`config.mk`:
```
export PLATFORM = sky130hd
export DESIGN_NAME = hwr_read_unit
export DESIGN_NICKNAME = d
export VERILOG_FILES = /design/src/rtl/hwr_pkg.sv /design/src/rtl/hwr_cfg_regs.sv /design/src/rtl/hwr_select.sv /design/src/rtl/hwr_read_unit.sv
export SDC_FILE = /design/constraint.sdc
export NUM_CORES = 1
export LEC_CHECK = 0
export BUFFER_PORTS_ARGS = -buffer_cell sky130_fd_sc_hd__buf_4
export CORE_UTILIZATION = 52
export DETAILED_ROUTE_END_ITERATION = 8
export GPL_ROUTABILITY_DRIVEN = 0
export HOLD_SLACK_MARGIN = 0.06
export PLACE_DENSITY_LB_ADDON = 0.08
export SLEW_MARGIN = 15
export SYNTH_ARGS = -nofsm -noshare
export SYNTH_HDL_FRONTEND = slang
export SYNTH_SLANG_ARGS = --single-unit
```
`constraint.sdc`:
```
create_clock -name clk -period 3.52 [get_ports clk]
set_input_delay 0.352 -clock clk [delete_from_list [all_inputs] [get_ports clk]]
set_output_delay 0.352 -clock clk [all_outputs]
set_load 0.1 [all_outputs]
```
`src/rtl/hwr_pkg.sv`:
```
package hwr_pkg;

    localparam int unsigned DATA_W  = 64;
    localparam int unsigned CNT_W   = 32;
    localparam int unsigned NUM_W   = 5;
    localparam int unsigned SEL_W   = 3;
    localparam int unsigned CAUSE_W = 5;
    localparam int unsigned MASK_W  = 1 << NUM_W;

    localparam logic [CAUSE_W-1:0] CAUSE_RESV = CAUSE_W'(10);

    // hardware register numbers with a value behind them
    localparam logic [NUM_W-1:0] HW_CPU_ID = NUM_W'(0);
    localparam logic [NUM_W-1:0] HW_STEP   = NUM_W'(1);
    localparam logic [NUM_W-1:0] HW_CYCLES = NUM_W'(2);
    localparam logic [NUM_W-1:0] HW_RESOL  = NUM_W'(3);
    localparam logic [NUM_W-1:0] HW_UWORD  = NUM_W'(29);

    // system-control addresses
    localparam logic [NUM_W-1:0] CFG_MASK_REG  = NUM_W'(7);
    localparam logic [SEL_W-1:0] CFG_MASK_SEL  = SEL_W'(0);
    localparam logic [NUM_W-1:0] CFG_UWORD_REG = NUM_W'(4);
    localparam logic [SEL_W-1:0] CFG_UWORD_SEL = SEL_W'(2);

    // mask bits that hold state; the rest read as zero
    localparam logic [MASK_W-1:0] MASK_KEEP = 32'hC000_001F;

    typedef enum logic [1:0] {
        ST_IDLE  = 2'd0,
        ST_REPLY = 2'd1,
        ST_FAULT = 2'd2
    } hwr_state_e;

endpackage

```
`src/rtl/hwr_cfg_regs.sv`:
```
module hwr_cfg_regs
    import hwr_pkg::*;
#(
    parameter int unsigned DW = DATA_W,
    parameter int unsigned MW = MASK_W
) (
    input  logic                 clk,
    input  logic                 rst_n,
    input  logic                 cfg_wr,
    input  logic [NUM_W-1:0]     cfg_reg,
    input  logic [SEL_W-1:0]     cfg_sel,
    input  logic [DW-1:0]        cfg_wdata,
    output logic [DW-1:0]        cfg_rdata,
    output logic [MW-1:0]        mask_q,
    output logic [DW-1:0]        uword_q
);
    localparam int unsigned PAD_W = DW - MW;

    logic mask_hit;
    logic uword_hit;

    assign mask_hit  = (cfg_reg == CFG_MASK_REG)  && (cfg_sel == CFG_MASK_SEL);
    assign uword_hit = (cfg_reg == CFG_UWORD_REG) && (cfg_sel == CFG_UWORD_SEL);

    always_ff @(posedge clk) begin
        if (!rst_n) begin
            mask_q  <= '0;
            uword_q <= '0;
        end else if (cfg_wr) begin
            if (mask_hit)
                mask_q <= cfg_wdata[MW-1:0] & MASK_KEEP;
            if (uword_hit)
                uword_q <= cfg_wdata;
        end
    end

    always_comb begin
        cfg_rdata = '0;
        if (mask_hit)
            cfg_rdata = {{PAD_W{1'b0}}, mask_q};
    end

    // user word only moves on its own address
    p_uword_hold_r9: assert property (@(posedge clk) disable iff (!rst_n)
        !(cfg_wr && uword_hit) |=> $stable(uword_q));

    // mask only moves on its own address
    p_mask_hold_r8: assert property (@(posedge clk) disable iff (!rst_n)
        !(cfg_wr && mask_hit) |=> $stable(mask_q));

endmodule

```
`src/rtl/hwr_select.sv`:
```
module hwr_select
    import hwr_pkg::*;
#(
    parameter int unsigned DW = DATA_W,
    parameter int unsigned CW = CNT_W,
    parameter int unsigned MW = MASK_W
) (
    input  logic [NUM_W-1:0] num,
    input  logic             priv_kernel,
    input  logic             cop_usable0,
    input  logic [MW-1:0]    mask,
    input  logic [CW-1:0]    cycles,
    input  logic [DW-1:0]    uword,
    output logic             grant,
    output logic             mapped,
    output logic [DW-1:0]    value
);
    localparam int unsigned ZX_W = DW - CW;

    assign grant = priv_kernel || cop_usable0 || mask[num];

    always_comb begin
        mapped = 1'b1;
        value  = '0;
        unique case (num)
            HW_CPU_ID: value = '0;
            HW_STEP:   value = '0;
            HW_CYCLES: value = {{ZX_W{1'b0}}, cycles};
            HW_RESOL:  value = DW'(1);
            HW_UWORD:  value = uword;
            default: begin
                mapped = 1'b0;
                value  = '0;
            end
        endcase
    end

endmodule

```
`src/rtl/hwr_read_unit.sv`:
```
module hwr_read_unit
    import hwr_pkg::*;
#(
    parameter int unsigned DW = DATA_W,
    parameter int unsigned CW = CNT_W
) (
    input  logic                 clk,
    input  logic                 rst_n,
    input  logic                 priv_kernel,
    input  logic                 cop_usable0,
    input  logic [CW-1:0]        cycle_count,
    input  logic                 rd_req,
    input  logic [NUM_W-1:0]     rd_num,
    input  logic                 cfg_wr,
    input  logic [NUM_W-1:0]     cfg_reg,
    input  logic [SEL_W-1:0]     cfg_sel,
    input  logic [DW-1:0]        cfg_wdata,
    output logic [DW-1:0]        cfg_rdata,
    output logic                 rd_valid,
    output logic [DW-1:0]        rd_data,
    output logic                 fault_valid,
    output logic [CAUSE_W-1:0]   fault_cause
);
    logic [MASK_W-1:0] mask_q;
    logic [DW-1:0]     uword_q;
    logic              grant;
    logic              mapped;
    logic [DW-1:0]     value;

    hwr_state_e        state_q, state_d;
    logic [DW-1:0]     data_q, data_d;

    hwr_cfg_regs #(.DW(DW), .MW(MASK_W)) u_regs (
        .clk       (clk),
        .rst_n     (rst_n),
        .cfg_wr    (cfg_wr),
        .cfg_reg   (cfg_reg),
        .cfg_sel   (cfg_sel),
        .cfg_wdata (cfg_wdata),
        .cfg_rdata (cfg_rdata),
        .mask_q    (mask_q),
        .uword_q   (uword_q)
    );

    hwr_select #(.DW(DW), .CW(CW), .MW(MASK_W)) u_sel (
        .num         (rd_num),
        .priv_kernel (priv_kernel),
        .cop_usable0 (cop_usable0),
        .mask        (mask_q),
        .cycles      (cycle_count),
        .uword       (uword_q),
        .grant       (grant),
        .mapped      (mapped),
        .value       (value)
    );

    // next state: permission first, then the map
    always_comb begin
        state_d = ST_IDLE;
        data_d  = '0;
        if (rd_req) begin
            if (!grant) begin
                state_d = ST_FAULT;
            end else if (!mapped) begin
                state_d = ST_FAULT;
            end else begin
                state_d = ST_REPLY;
                data_d  = value;
            end
        end
    end

    always_ff @(posedge clk) begin
        if (!rst_n) begin
            state_q <= ST_IDLE;
            data_q  <= '0;
        end else begin
            state_q <= state_d;
            data_q  <= data_d;
        end
    end

    always_comb begin
        rd_valid    = 1'b0;
        rd_data     = '0;
        fault_valid = 1'b0;
        fault_cause = '0;
        unique case (state_q)
            ST_IDLE: ;
            ST_REPLY: begin
                rd_valid = 1'b1;
                rd_data  = data_q;
            end
            ST_FAULT: begin
                fault_valid = 1'b1;
                fault_cause = CAUSE_RESV;
            end
            default: ;
        endcase
    end

    p_one_strobe_r10: assert property (@(posedge clk) disable iff (!rst_n)
        !(rd_valid && fault_valid));

    p_answer_r10: assert property (@(posedge clk) disable iff (!rst_n)
        rd_req |=> (rd_valid || fault_valid));

    p_quiet_r10: assert property (@(posedge clk) disable iff (!rst_n)
        !rd_req |=> (!rd_valid && !fault_valid));

    p_data_zero_r10: assert property (@(posedge clk) disable iff (!rst_n)
        !rd_valid |-> (rd_data == '0));

    p_deny_r2: assert property (@(posedge clk) disable iff (!rst_n)
        (rd_req && !priv_kernel && !cop_usable0 && !mask_q[rd_num]) |=> fault_valid);

    p_cause_r2: assert property (@(posedge clk) disable iff (!rst_n)
        fault_valid |-> (fault_cause == CAUSE_RESV));

endmodule

```
# After elaboration in Yosys (flattened, before gate mapping)
# Index checks and enable logic that the tools add are counted.
# op_classes
order_cmp	1
n_eq_ne	9
muxes	11
reduce_logical	12
# op_table
operator	n
$pmux 64 s3	1
$mux 64	1
$mux 32	1
$eq 5x2->1 const B	2
$eq 5x3->1 const B	2
$lt 5x6->1 const B	1
$reduce_and 2->1	3
$bmux 1 s5	1
$eq 5x1->1 const B	1
$eq 5x5->1 const B	1
$logic_not 5->1	1
$reduce_or 5->1	1
$mux 1	4
$mux 2	2
$mux 4	1
$reduce_and 4->1	1
$eq 3x2->1 const B	1
$logic_not 3->1	1
$reduce_and 3->1	1
$eq 2x1->1 const B	1
$eq 2x2->1 const B	1
$logic_and 1x1->1	2
$logic_or 1x1->1	2
# word_totals
regBits	137
output_inout_bits	135

# Depth between registers and ports, before layout
# Gate-level depths: netlist (run 1).
# logic_depth
ltp_word	5
depth_mapped	6

# By module
# A second synthesis (run 1) with hierarchy kept.
# hier_totals
hier_cells	734
hier_area_um2	6746.5
# by_module_without_submodules
mod	n_inst	cells_per_inst	area_per_inst_um2	seq_area_each_um2
hwr_cfg_regs	1	395	3572.2	1421.4
hwr_read_unit	1	219	2306.0	1321.3
hwr_select	1	120	868.3	0.0

# Least setup slack after synthesis (run 1)
# No wires, ideal clock.
# synth_path
path_type	reg2out
start	register state_q[0]
end	output port rd_data[54]
arrival_ns	2.303
required_ns	3.168
setup_slack_ns	0.865
stages_incl_launch_ff	4
cell_sequence	dfxtp_1 -> nor2b_1 -> clkbuf_1 -> and2_1
# synth_via
elab_chain_len	2
# synth_lines
item	line_no	text
start, declared	hwr_read_unit.sv:30	hwr_state_e state_q, state_d;
start signal, assigned	hwr_read_unit.sv:78	state_q <= state_d;
$eq 2x1->1	hwr_read_unit.sv:88	unique case (state_q)
$mux 64	hwr_read_unit.sv:88	
end, declared	hwr_read_unit.sv:20	output logic [DW-1:0] rd_data,
# No other way between the ends.

# Worst setup path after layout (run 1)
# layout_path
start	register state_q[0]
end	output port rd_data[30]
# The elaborated chain is that of the path after synthesis.

==> results of run 1 <==
stage by stage:
stage               total power (W)  hold WS [ns]  cells  area [sq um]
floorplan                   0.00201         0.410    759          6370
global placement            0.00208         0.419    982          7360
detailed placement          0.00208         0.425    982          7360
CTS                         0.00367         0.181   1013          7900
global route                0.00376         0.183   1013          7900
finish                      0.00366         0.190   1013          7900
critical path, stage by stage, from the launching register on:
cell and delay (ns):
sky130_fd_sc_hd__dfxtp_1 0.33, sky130_fd_sc_hd__nor2b_4 0.84, sky130_fd_sc_hd__and2_1 0.28, sky130_fd_sc_hd__buf_4 0.30
kinds of logic after synthesis:
logic type             count (synthesis)  synth area share (%)
other                                  1                0.0610
and+or+nand+nor                      261                  20.8
muxes                                 10                  1.65
buffers and inverters                122                  12.1
AOI/OAI and AO/OA                    169                  20.8
DFF                                  137                  44.6
state kept, by name, summed over array words and instances (netlist names):
signal and cells:
state_q 2, u_regs.mask_q 7, u_regs.uword_q 64, data_q 64
final timing paths:
path	cells past startpoint	to	slack, ns
setup / recovery	3	rd_data[30]	0.99
hold reg to reg	2	data_q[62]	0.43
hold / removal	3	u_regs.uword_q[59]	0.19
setup reg to reg	5	data_q[22]	1.71
layout make-up:
cell class	instances	area, sq um	area share [%]
inverters	2	7.51	0.0950
flip-flops and latches	137	2740	34.7
clock inverters	7	42.5	0.538
multi-input cells	500	2920	36.9
clock buffers	24	502	6.35
well taps	143	179	2.26
repair buffers	200	1510	19.2
per-layer routing:
layer  vias up  share of wire, %  track usage (%)
li1       2560                 -                -
met1      2341                45             30.8
met2       199                48             39.3
met3        26               5.6             6.01
met4         0               1.9             9.24
met5         -                 0                0
synthesized netlist by cell type (all sizes together):
cell / count / area, sq um
dfxtp: 137 / 2740
or4b: 1 / 10.0
and2: 65 / 407
o22ai: 1 / 6.26
and4bb: 1 / 12.5
nor4b: 2 / 32.5
a21oi: 33 / 165
a22oi: 31 / 233
and3: 8 / 50.1
conb: 1 / 3.75
or3: 1 / 6.26
mux2i: 9 / 90.1
nor2: 7 / 31.3
nor2b: 9 / 56.3
nand2b: 2 / 12.5
inv: 2 / 7.51
o211ai: 1 / 7.51
clkbuf: 33 / 124
buf: 87 / 612
a211oi: 35 / 363
nand2: 132 / 495
o21a: 2 / 15.0
a21boi: 64 / 480
nand3: 33 / 165
o21ai: 2 / 10.0
mux2: 1 / 11.3
power groups by stage:
stage | combinational [W] | clock, W | sequential (W)
after global routing | 0.000514 | 0.00170 | 0.00155
final | 0.000497 | 0.00160 | 0.00156
after detailed placement | 0.000495 | 0 | 0.00159
after global placement | 0.000494 | 0 | 0.00159
after floorplan | 0.000421 | 0 | 0.00159
after CTS | 0.000496 | 0.00162 | 0.00156
==> flow_metrics.env, run 1 <==
export IMPL_clkTransAtPathRegs_ns=0.06
export IMPL_setup_viol_count_final=0
export IMPL_design_die_area_sq_um=12300
export IMPL_setup_repair_bufs_after_cts=0
export IMPL_endpoint_kind="output pin"
export IMPL_critical_path_peak_fanout=65
export IMPL_crit_path_start_kind="flip-flop"
export IMPL_die_x_um=111
export IMPL_tns_ns=0
export IMPL_max_cap_check_violation_count=0
export IMPL_setup_repair_after_global_routing_missed_its_margin="false"
export IMPL_htree_num_levels=4
export IMPL_clock_path_buffers=2
export IMPL_antenna_found_initial=0
export IMPL_achievable_frequency_mhz=396
export IMPL_peakVddDrop_uv=251
export IMPL_design_core_area_sq_um=11500
export IMPL_cts_root_buffer_cell="sky130_fd_sc_hd__clkbuf_16"
export IMPL_static_leakage_power_nw=3.24
export IMPL_synth_seq_area_share_pct=44.6
export IMPL_via_count=5126
export IMPL_seq_power_share_pct=42.6
export IMPL_final_cell_mix="199 x sky130_fd_sc_hd__buf_4, 137 x sky130_fd_sc_hd__dfxtp_1, 132 x sky130_fd_sc_hd__nand2_1"
export IMPL_drt_wl_total_um=14600
export IMPL_holdBufCountCts=0
export IMPL_min_period_over_period_pct=71.8
export IMPL_postRouteAntennaNets=0
export IMPL_nets=973
export IMPL_pwr_density_cell_nw_per_um2=462
export IMPL_finalHoldViolCount=0
export IMPL_clock_sinks=137
export IMPL_post_cts_resize_count=0
export IMPL_startpoint="state_q[0]"
export IMPL_comb_power_share_pct=13.6
export IMPL_dp_hpwl_um=10000
export IMPL_power_report_internal_total_w=0.00265
export IMPL_timing_setup_critical_path_class="flip-flop to output pin"
export IMPL_globalRoute_totalOverflow=0
export IMPL_timing_critical_path_arrival_ns=2.17
export IMPL_outcome="finished, final reports clean"
export IMPL_layout_cells_most_common="sky130_fd_sc_hd__buf_4"
export IMPL_layout_core_utilization_pct=68.9
export IMPL_ys_types=33
export IMPL_fp_row_count=39
export IMPL_finalWorstSetupSlack_ns=0.993
export IMPL_initial_utilization_pct=53.6
export IMPL_layout_drive_gt1_share_pct=29.5
export IMPL_port_buffer_count=189
export IMPL_first_global_vias=4773
export IMPL_timing_slew_headroom_pct=30.8
export IMPL_worst_r2r_startpoint="u_regs.mask_q[31]"
export IMPL_first_pass_iters=4
export IMPL_avgViaCountPerCell=5.06
export IMPL_holdCritStartpoint="cfg_wdata[59]"
export IMPL_finalWorstPathRequiredPeriod_ns=2.53
export IMPL_gr_usage_all_layers_pct=24.2
export IMPL_pre_cts_slack_ns=1.09
export IMPL_ys_ff_latch=137
export IMPL_tritoncts_num_buffers=17
export IMPL_routed_wire_length_per_instance_um=14.5
export IMPL_num_fill_cells=958
export IMPL_worst_clock_skew_on_the_final_layout_ns=0.0106
export IMPL_pin_count_of_the_biggest_net_entering_global_routing=74
export IMPL_boundary_pin_count=250
export IMPL_post_synth_inst_count=700
export IMPL_tritoncts="done"
export IMPL_worstPathRequired_ns=3.17
export IMPL_syn_cell_area_sq_um=6150
export IMPL_tightestPinTransition_ns=1.04
export IMPL_avgSynthCellArea_sq_um=8.79
export IMPL_drt_first_iter_violations=297
export IMPL_min_delay_path_class="input port to flip-flop"
export IMPL_die_height_um=111
export IMPL_detail_route_drc_violations=0
export IMPL_clock_network_fraction_of_total_power_pct=43.9
export IMPL_switching_power_share_of_the_total_pct=27.6
export IMPL_insertedDiodeCount=0
export IMPL_final_max_slew_viols=0
export IMPL_ys_warnings_count=0
export IMPL_area_delta_synth_final_pct=28.5
export IMPL_clk_latency_ns=0.41
export IMPL_grt_pass1_wl_um=23600
export IMPL_p_switching_w=0.00101
No activity file was read; power rests on OpenSTA's default activity.
==> inputs of run 2 (changes only) <==
Settings changed: ABC_AREA set to 1, CORE_UTILIZATION 52 to 44.
Clock period 3.52 ns to 2.2 ns, I/O delays scaled along.
==> flow_metrics.env, run 2 <==
export IMPL_holdCritStartpoint="cfg_wdata[41]"
export IMPL_insertedDiodeCount=0
export IMPL_critical_path_peak_fanout=47
export IMPL_tightestPinTransition_ns=0.638
export IMPL_port_buffer_count=189
export IMPL_max_cap_check_violation_count=0
export IMPL_dr_max_layer_used="met4"
export IMPL_tritoncts="done"
export IMPL_min_period_over_period_pct=85.5
export IMPL_clock_path_buffers=2
export IMPL_setup_viol_count_final=0
export IMPL_ys_ff_latch=137
export IMPL_pin_count_of_the_biggest_net_entering_global_routing=129
export IMPL_worstRegToRegCells=7
export IMPL_gr_usage_all_layers_pct=19.1
export IMPL_regArea_sq_um=2740
export IMPL_final_cell_mix="197 x sky130_fd_sc_hd__buf_4, 176 x sky130_fd_sc_hd__inv_1, 137 x sky130_fd_sc_hd__dfxtp_1"
export IMPL_ys_dominant_reg_cell="sky130_fd_sc_hd__dfxtp_1"
export IMPL_clk_latency_ns=0.42
export IMPL_design_core_area_sq_um=14000
export IMPL_clock_sinks=137
export IMPL_cts_root_buffer_cell="sky130_fd_sc_hd__clkbuf_16"
export IMPL_comb_power_share_pct=11.8
export IMPL_layout_drive_gt1_share_pct=28.5
export IMPL_layoutNonFillerInstCount=1205
export IMPL_path_common_cell="sky130_fd_sc_hd__buf_4"
export IMPL_met1Wirelength_um=6160
export IMPL_switching_power_share_of_the_total_pct=25.5
export IMPL_via_count=5136
export IMPL_antenna_found_initial=0
export IMPL_detailroute_wirelength_met3_um=873
export IMPL_fp_row_count=43
export IMPL_layout_core_utilization_pct=59.2
export IMPL_synth_most_common_cell="sky130_fd_sc_hd__inv_1"
export IMPL_multiInputGateArea_sq_um=2440
export IMPL_syn_cell_area_sq_um=6360
export IMPL_die_height_um=122
export IMPL_detail_route_drc_violations=0
export IMPL_crit_path_start_kind="flip-flop"
export IMPL_p_switching_w=0.00166
export IMPL_initial_utilization_pct=45.5
export IMPL_setup_repair_after_global_routing_missed_its_margin="false"
export IMPL_min_delay_path_class="input port to flip-flop"
export IMPL_worst_r2r_startpoint="u_regs.mask_q[30]"
export IMPL_synth_largest_area_cell="sky130_fd_sc_hd__dfxtp_1"
export IMPL_endpoint_kind="output pin"
export IMPL_dp_hpwl_um=9270
export IMPL_critical_path_top_delay_cell="sky130_fd_sc_hd__buf_4"
export IMPL_achievable_frequency_mhz=531
export IMPL_hold_path_cell_count=3
export IMPL_timing_setup_critical_path_class="flip-flop to output pin"
export IMPL_synthDominantCellAreaShare_pct=43.1
export IMPL_first_global_vias=4572
export IMPL_static_leakage_power_nw=3.14
export IMPL_finalHoldViolCount=0
export IMPL_capture_endpoint_of_the_worst_hold_path="u_regs.uword_q[41]"
export IMPL_critical_path_n_buffers_inverters=3
export IMPL_synth_top_cells_by_count="176 x sky130_fd_sc_hd__inv_1, 137 x sky130_fd_sc_hd__dfxtp_1, 103 x sky130_fd_sc_hd__o21ai_0, 92 x sky130_fd_sc_hd__nor2_1, 80 x sky130_fd_sc_hd__nand2_1"
export IMPL_ys_types=24
export IMPL_finalPower_w=0.00649
export IMPL_routed_wire_length_per_instance_um=11.4
export IMPL_finalWorstPathRequiredPeriod_ns=1.88
export IMPL_peakVddDrop_uv=496
export IMPL_postRouteAntennaNets=0
export IMPL_pwr_density_cell_nw_per_um2=783
export IMPL_avgViaCountPerCell=4.26
export IMPL_synth_seq_area_share_pct=43.1
export IMPL_boundary_pin_count=250
export IMPL_clock_network_fraction_of_total_power_pct=49.9
export IMPL_worstPathRequired_ns=1.98
export IMPL_htree_num_levels=4
export IMPL_post_cts_resize_count=0
export IMPL_design_die_area_sq_um=14900
export IMPL_seq_power_share_pct=38.4
export IMPL_drt_first_iter_violations=211
export IMPL_reg_largest_list="data_q x64, u_regs.uword_q x64, u_regs.mask_q x7"
export IMPL_critical_path_cell_chain="inv_1 -> nand2_2 -> buf_4 -> nor2_1 -> buf_4"
export IMPL_clkTransAtPathRegs_ns=0.06
export IMPL_async_sr_flop_fraction_pct=0
export IMPL_worst_clock_skew_on_the_final_layout_ns=0.00415
export IMPL_tritoncts_num_buffers=17
export IMPL_synth_area_leaders="sky130_fd_sc_hd__dfxtp_1 43%, sky130_fd_sc_hd__inv_1 10%, sky130_fd_sc_hd__nor2_4 8.7%"
export IMPL_timing_slew_headroom_pct=57.5
export IMPL_post_synth_inst_count=842
export IMPL_outcome="finished, final reports clean"
export IMPL_reg2reg_slack_ns=0.76
export IMPL_grt_pass1_wl_um=21900
export IMPL_globalRoute_totalOverflow=0
export IMPL_num_fill_cells=1366
export IMPL_timing_critical_path_arrival_ns=1.66
export IMPL_power_report_internal_total_w=0.00483
export IMPL_layout_cells_most_common="sky130_fd_sc_hd__buf_4"
export IMPL_synth_edff_count=0
export IMPL_first_pass_iters=4
export IMPL_die_x_um=122
export IMPL_ys_warnings_count=0
export IMPL_post_place_cells=1172
export IMPL_critical_path_top_delay_family="buffers and inverters"
export IMPL_area_delta_synth_final_pct=30.2
export IMPL_critical_path_max_stage_delay_ns=0.41
export IMPL_avgSynthCellArea_sq_um=7.56
export IMPL_final_max_slew_viols=0
export IMPL_met2RoutedLength_um=6490
export IMPL_nets=1127
export IMPL_drt_wl_total_um=13700
export IMPL_r2r_end="data_q[26]"
export IMPL_hold_ws_ns=0.0774
==> run 2: cell types whose count changed in the layout (fill, tap and decap cells not counted), moves of 31 or more <==
cell and delta:
sky130_fd_sc_hd__a22oi_1 -31, sky130_fd_sc_hd__and2_1 -65, sky130_fd_sc_hd__inv_1 +174, sky130_fd_sc_hd__o21ai_0 +102, sky130_fd_sc_hd__nor2_1 +86, sky130_fd_sc_hd__a21boi_0 -40
sky130_fd_sc_hd__nand2_1 -53, sky130_fd_sc_hd__nor2_4 +48, sky130_fd_sc_hd__a21oi_1 +42
==> run 2: cell families after synthesis <==
logic type      Yosys count  synth area share (%)
other cells               1                0.0589
compound gates          179                  14.1
flops                   137                  43.1
buf+inv                 287                  22.3
simple gates            238                  20.4
==> run 2: final cells by class <==
type | instances | share of cell area [%]
clock buffers | 20 | 5.51
multi-input cells | 477 | 29.4
inverters | 179 | 8.11
repair buffers | 200 | 18.5
flip-flops and latches | 137 | 33.1
clock inverters | 12 | 2.66
well taps | 180 | 2.72
==> run 2: power by group through the flow <==
stage / clock, W / sequential (W) / combinational, W
after global routing: 0.00340 / 0.00249 / 0.000802
after CTS: 0.00329 / 0.00249 / 0.000766
after floorplan: 0 / 0.00254 / 0.000664
final: 0.00323 / 0.00249 / 0.000763
after global placement: 0 / 0.00254 / 0.000763
after detailed placement: 0 / 0.00254 / 0.000762
==> run 2: worst max path at each step <==
stage | from | to | slack (ns) | cells after the start
2_1_floorplan | state_q[1] | rd_data[54] | -0.08 | 5
6_report | state_q[1] | rd_data[58] | 0.32 | 5
4_1_cts | state_q[1] | rd_data[33] | 0.29 | 5
3_3_place_gp | cop_usable0 | data_q[21] | 0.56 | 7
5_1_grt | state_q[1] | rd_data[58] | 0.23 | 5
3_5_place_dp | cop_usable0 | data_q[26] | 0.58 | 7
==> run 2: metal layers <==
metal,up-vias,track usage [%]
met5,-,0
met4,0,8.00
met3,15,5.62
met2,168,31.2
met1,2224,23.3
li1,2729,-
==> run 2: what timing repair did <==
| action | 4_1_cts | 5_1_grt |
|---|---|---|
| hold endpoints to repair | 1 | 0 |
| setup buffers | 0 | 0 |
| hold buffers | 1 | 0 |
==> run 2: metrics by stage <==
| stage | TNS [ns] | area (sq um) | worst slack (ns) |
|---|---|---|---|
| 2_1_floorplan | -4.03 | 6590 | -0.0822 |
| 3_3_place_gp | 0 | 7600 | 0.555 |
| 3_5_place_dp | 0 | 7600 | 0.579 |
| 4_1_cts | 0 | 8280 | 0.285 |
| 5_1_grt | 0 | 8280 | 0.225 |
| 6_report | 0 | 8280 | 0.318 |
==> run 2: worst min-delay path: stages <==
cell and delay, ns:
sky130_fd_sc_hd__buf_4 0.07, sky130_fd_sc_hd__o21ai_0 0.07, sky130_fd_sc_hd__a21oi_1 0.10
